[src/rtl/perfcnt_pkg.sv]
package perfcnt_pkg;
  // Word index taken from address bits [3:2]
  typedef enum logic [1:0] {
    WIDX_EVT  = 2'd0,
    WIDX_CTL  = 2'd1,
    WIDX_LOW0 = 2'd2,
    WIDX_LOW1 = 2'd3
  } word_idx_e;

  // Bit positions in the count-control register
  localparam int CTL_RUN_BIT  = 0;
  localparam int CTL_SNAP_BIT = 1;
  localparam int CTL_CLR_BIT  = 2;

  // Field pitch inside the event-control register
  localparam int FIELD_W      = 8;
  localparam int UPPER_BASE   = 16;
endpackage

[src/rtl/pc_event_pick.sv]
module pc_event_pick #(
  parameter int EVT_W = 128,
  parameter int SEL_W = 8
) (
  input  logic [EVT_W-1:0] event_vec,
  input  logic [SEL_W-1:0] sel,
  output logic             hit
);
  logic [EVT_W-1:0] match;

  // One comparator per line; codes outside the vector match nothing
  for (genvar j = 0; j < EVT_W; j++) begin : g_dec
    assign match[j] = (sel == SEL_W'(j)) && event_vec[j];
  end

  assign hit = |match;
endmodule

[src/rtl/pc_count_lane.sv]
module pc_count_lane #(
  parameter int CNT_W = 40
) (
  input  logic             clk,
  input  logic             rst_n,
  input  logic             run,
  input  logic             hit,
  input  logic             clr,
  input  logic             snap,
  output logic [CNT_W-1:0] live,
  output logic [CNT_W-1:0] shadow
);
  always_ff @(posedge clk or negedge rst_n) begin
    if (!rst_n) begin
      live <= '0;
    end else if (clr) begin
      live <= '0;
    end else if (run && hit) begin
      live <= live + CNT_W'(1);
    end
  end

  // Snapshot samples the pre-edge value, so it ignores this cycle's step
  always_ff @(posedge clk or negedge rst_n) begin
    if (!rst_n) begin
      shadow <= '0;
    end else if (snap) begin
      shadow <= live;
    end
  end
endmodule

[src/rtl/dual_event_counter.sv]
module dual_event_counter
  import perfcnt_pkg::*;
#(
  parameter int EVT_W  = 128,
  parameter int SEL_W  = 8,
  parameter int CNT_W  = 40,
  parameter int LO_W   = 32,
  parameter int ADDR_W = 4
) (
  input  logic              clk,
  input  logic              rst_n,
  input  logic [EVT_W-1:0]  event_vec,
  input  logic              reg_we,
  input  logic              reg_re,
  input  logic [ADDR_W-1:0] reg_addr,
  input  logic [31:0]       reg_wdata,
  output logic [31:0]       reg_rdata
);
  localparam int NUM_CNT = 2;
  localparam int UP_W    = CNT_W - LO_W;

  logic [1:0]                          widx;
  logic                                wr_evt, wr_ctl;
  logic                                clr_cmd, snap_cmd;
  logic                                run_q;
  logic [NUM_CNT-1:0][SEL_W-1:0]       sel_q;
  logic [NUM_CNT-1:0]                  hit_w;
  logic [NUM_CNT-1:0][CNT_W-1:0]       live_w;
  logic [NUM_CNT-1:0][CNT_W-1:0]       shadow_w;
  logic [31:0]                         rd_next;
  logic                                unused_bits;

  assign widx     = reg_addr[3:2];
  assign wr_evt   = reg_we && (widx == WIDX_EVT);
  assign wr_ctl   = reg_we && (widx == WIDX_CTL);
  assign clr_cmd  = wr_ctl && reg_wdata[CTL_CLR_BIT];
  assign snap_cmd = wr_ctl && reg_wdata[CTL_SNAP_BIT];
  assign unused_bits = ^{reg_addr[1:0], reg_wdata[31:UPPER_BASE]};

  always_ff @(posedge clk or negedge rst_n) begin
    if (!rst_n) begin
      run_q <= 1'b0;
    end else if (wr_ctl) begin
      run_q <= reg_wdata[CTL_RUN_BIT];
    end
  end

  for (genvar i = 0; i < NUM_CNT; i++) begin : g_lane
    always_ff @(posedge clk or negedge rst_n) begin
      if (!rst_n) begin
        sel_q[i] <= '0;
      end else if (wr_evt) begin
        sel_q[i] <= reg_wdata[i*FIELD_W +: SEL_W];
      end
    end

    pc_event_pick #(.EVT_W(EVT_W), .SEL_W(SEL_W)) u_pick (
      .event_vec (event_vec),
      .sel       (sel_q[i]),
      .hit       (hit_w[i])
    );

    pc_count_lane #(.CNT_W(CNT_W)) u_lane (
      .clk    (clk),
      .rst_n  (rst_n),
      .run    (run_q),
      .hit    (hit_w[i]),
      .clr    (clr_cmd),
      .snap   (snap_cmd),
      .live   (live_w[i]),
      .shadow (shadow_w[i])
    );
  end

  always_comb begin
    rd_next = '0;
    unique case (widx)
      WIDX_EVT: begin
        for (int i = 0; i < NUM_CNT; i++) begin
          rd_next[i*FIELD_W +: SEL_W] = sel_q[i];
          rd_next[UPPER_BASE + i*FIELD_W +: UP_W] = shadow_w[i][CNT_W-1:LO_W];
        end
      end
      WIDX_CTL:  rd_next[CTL_RUN_BIT] = run_q;
      WIDX_LOW0: rd_next[LO_W-1:0] = shadow_w[0][LO_W-1:0];
      WIDX_LOW1: rd_next[LO_W-1:0] = shadow_w[1][LO_W-1:0];
      default:   rd_next = '0;
    endcase
  end

  always_ff @(posedge clk or negedge rst_n) begin
    if (!rst_n) begin
      reg_rdata <= '0;
    end else if (reg_re) begin
      reg_rdata <= rd_next;
    end
  end
endmodule

[config.mk]
export PLATFORM = sky130hd
export DESIGN_NAME = dual_event_counter
export DESIGN_NICKNAME = d
export VERILOG_FILES = /design/src/rtl/perfcnt_pkg.sv /design/src/rtl/pc_event_pick.sv /design/src/rtl/pc_count_lane.sv /design/src/rtl/dual_event_counter.sv
export SDC_FILE = /design/constraint.sdc
export NUM_CORES = 1
export LEC_CHECK = 0
export CORE_ASPECT_RATIO = 0.75
export CORE_MARGIN = 3
export CORE_UTILIZATION = 55
export DETAILED_ROUTE_END_ITERATION = 6
export PLACE_DENSITY = 0.83
export SETUP_SLACK_MARGIN = 0.5
export SLEW_MARGIN = 30
export SYNTH_ARGS = -nofsm -noshare
export SYNTH_HDL_FRONTEND = slang
export SYNTH_HIERARCHICAL = 1
export SYNTH_SLANG_ARGS = --single-unit
[constraint.sdc]
create_clock -name clk -period 3.7 [get_ports clk]
set_input_delay 0.555 -clock clk [delete_from_list [all_inputs] [get_ports clk]]
set_output_delay 0.555 -clock clk [all_outputs]
set_load 0.01 [all_outputs]
==> flow_summary.yaml <==
yosys:
  synth_top_area_cell: "dfrtp_1"
  syn_area_um2: 12650
  synthTopCellsByCount: "dfrtp_1, mux2_2, a21oi_1"
  synth.net_count: 1401
  synth_warnings: 6
  synthMostInstantiatedCell: "dfrtp_1"
  syn-instance-count: 1231
  avgSynthCellArea_um2: 10.27
  ys_async_sr_fraction_pct: 100.0
  synth_edf_count: 0
  yosysUniqueCellTypes: 62
  netlist_top_cells_area: "dfrtp_1, mux2_2, a22o_1"
  ys_seq_area_share_pct: 41.36
  synth_top_flop_cell: "dfrtp_1"
  ys_ff_latch: 209
  yosysTopAreaCellShare_pct: 41.36
setup_path:
  criticalPathCategory: "flop to flop"
  reg2regPathDepth: 14
  r2r_slack_ns: 0.36
  worst_ep_arrival_time_ns: 3.76
  worstPathMaxFanout: 16
  r2r-start: "sel_q[11]$_DFFE_PN0P_"
  end_kind: "flop"
  worstSetupStartpointType: "flop"
  r2r_end: "g_lane[1].u_lane/live[29]$_DFFE_PN0P_"
  worstPathRequired_ns: 4.11
sta:
  fin_tns_setup_ns: 0
  timing.fmax_ghz: 0.2992
  worst_pin_slew_ns: 0.9528
  slew_violations: 0
  finalCritPeriodShare_pct: 90.32
  rsz0062_at_grt: "yes"
  setup_viol: 0
  holdWs_ns: -0.003671
  relSlewSlack_pct: 36.41
  fin_worst_skew_ns: 0.01968
  fin_crit_ns: 3.342
  hold_violations: 5
grt:
  grt_pass1_vias: 10970
  grt_max_degree: 83
  grt_usage_pct: 32.59
  grt_pass1_wl_um: 64130
  overflow: 0
  antenna_found_initial: 0
power:
  power.density_nw_per_um2: 413.5
  peakVddDrop_v: 0.0002768
  power.leakage_nw: 6.753
  total_power_w: 0.006733
detailed_routing:
  wirelength_um: 44020
  vias: 11930
  wl_per_cell_um: 25.46
  drtIter0Drc: 1375
  remaining_drc_errors: 0
  ant_nets: 0
  drtPass1Iterations: 6
  vias_per_cell: 6.902
final_layout:
  synthToLayoutAreaGrowth_pct: 28.76
  fin_nets: 1595
  regArea_um2: 5238
  multi_input_comb_area_um2: 7317
  final_core_util_pct: 72.87
  fillers: 1571
  final_area_um2: 16280
  num_antenna_cells: 0
  drive_gt1_share_pct: 28.99
placed_design:
  place_area_um2: 14720
  place.gp.congestion: 1.009
  hpwlAfterDp_um: 29610
  io_buffers: 181
die:
  core_region_area_um2: 22350
  start_util_pct: 56.59
  chipWidth_um: 181.1
  ios: 200
  rows: 47
  die_y_um: 137.3
  die_area_um2: 24870
clock_network:
  root_buffer: "clkbuf_16"
  clk-insertion-delay-late_ns: 0.50
  ctsHtreeMaxLevel: 1
  cts_buffer_depth: 3
  ctsHoldBuffers: 0
  cts.sinks: 209
  tritoncts: "built"
  clk_pin_slew_ns: 0.07
  cts_buffers: 19
run:
  drv_cap: 0
min_path:
  hp-class: "input pin to async pin"
run_status:
  violations: "negative hold slack"
  run_status: "finished with violations"
[cell usage in the layout (no fill, tap or decap), types with 32 or more instances in the layout]
master | synthesis | routed
a21oi_1 | 93 | 59
a22oi_1 | 57 | 57
nand3b_1 | 32 | 32
nor2_1 | 91 | 90
clkdlybuf4s50_1 | 0 | 178
dfrtp_1 | 209 | 203
o31ai_1 | 36 | 34
nand3_1 | 57 | 51
nand2_1 | 34 | 32
buf_4 | 5 | 69
a21oi_2 | 0 | 33
mux2_2 | 127 | 127
a22o_1 | 62 | 60
[layer usage]
metal / track usage, % / up-vias / share of wire (%)
li1: - / 5126 / -
met1: 50.16 / 5988 / 43
met2: 47.19 / 711 / 44
met3: 7.627 / 108 / 11
met4: 6.385 / 0 / 2.7
met5: 0 / - / 0
[report_power, final]
group | switching [W] | internal (W) | total, W | leakage (nW)
clock network | 0.000871 | 0.00109 | 0.00197 | 0.297
registers | 0.000192 | 0.00242 | 0.00262 | 2.81
logic | 0.00111 | 0.00104 | 0.00215 | 3.64
total | 0.00217 | 0.00456 | 0.00673 | 6.75
[final cells by class]
class	instances	share of cell area [%]
Inverter	11	0.2536
Timing Repair Buffer	278	16.73
Clock inverter	5	0.3304
Multi-Input combinational cell	906	44.94
Tap cell	294	2.259
Sequential cell	209	32.17
Clock buffer	26	3.327
[flip-flops by register name, summed over array words and instances (netlist names)]
register              flops
run_q                     1
g_lane.u_lane/live       80
sel_q                    16
reg_rdata                32
g_lane.u_lane/shadow     80
[cell families (layout without fill, tap and decap cells)]
logic type | after synthesis | count (layout) | synth area share [%]
simple gates | 417 | 419 | 19.91
compound gates | 323 | 323 | 18.73
flops | 209 | 209 | 41.36
mux | 140 | 140 | 12.81
buf+inv | 118 | 320 | 5.472
xor+xnor | 22 | 22 | 1.524
fa+ha+maj | 2 | 2 | 0.1979
[worst max-delay path, cell delays in order (launching register included)]
cell       delay, ns
dfrtp_1         0.39
buf_4           0.16
buf_4           0.18
nand3b_1        0.17
a21oi_1         0.42
a2111oi_4       0.13
nand3_1         0.13
a32oi_1         0.12
nand4_1         0.12
buf_6           0.15
and2_4          0.16
nand4_1         0.27
buf_4           0.26
or4_1           0.48
a21oi_1         0.13
[how the worst max path moves through the flow]
stage | cells past startpoint | start | endpoint | slack (ns)
finish | 14 | sel_q[11]$_DFFE_PN0P_ | g_lane[1].u_lane/live[29]$_DFFE_PN0P_ | 0.36
global route | 13 | sel_q[8]$_DFFE_PN0P_ | g_lane[1].u_lane/live[29]$_DFFE_PN0P_ | 0.32
CTS | 14 | sel_q[8]$_DFFE_PN0P_ | g_lane[1].u_lane/live[34]$_DFFE_PN0P_ | 0.49
detailed placement | 13 | event_vec[112] | g_lane[1].u_lane/live[34]$_DFFE_PN0P_ | -0.06
global placement | 10 | event_vec[109] | g_lane[1].u_lane/live[24]$_DFFE_PN0P_ | -0.22
floorplan | 13 | sel_q[1]$_DFFE_PN0P_ | g_lane[0].u_lane/live[37]$_DFFE_PN0P_ | 0.69
[through the flow]
stage          worst slack (ns)  std cells  hold slack (ns)
3_3_place_gp            -0.2215       1664           0.4717
3_5_place_dp           -0.06385       1664           0.4812
4_1_cts                  0.4919       1709         0.003615
5_1_grt                  0.3196       1729          0.01416
6_report                 0.3582       1729        -0.003671
2_1_floorplan            0.6884       1231           0.2594
[what timing repair did]
item,in CTS,in global routing
cloned,0,5
setup endpoints to repair,77,70
pin swaps,8,34
buffers inserted,14,15
gates resized for setup,53,104
Note: power is estimated with default switching activity, not from simulation.
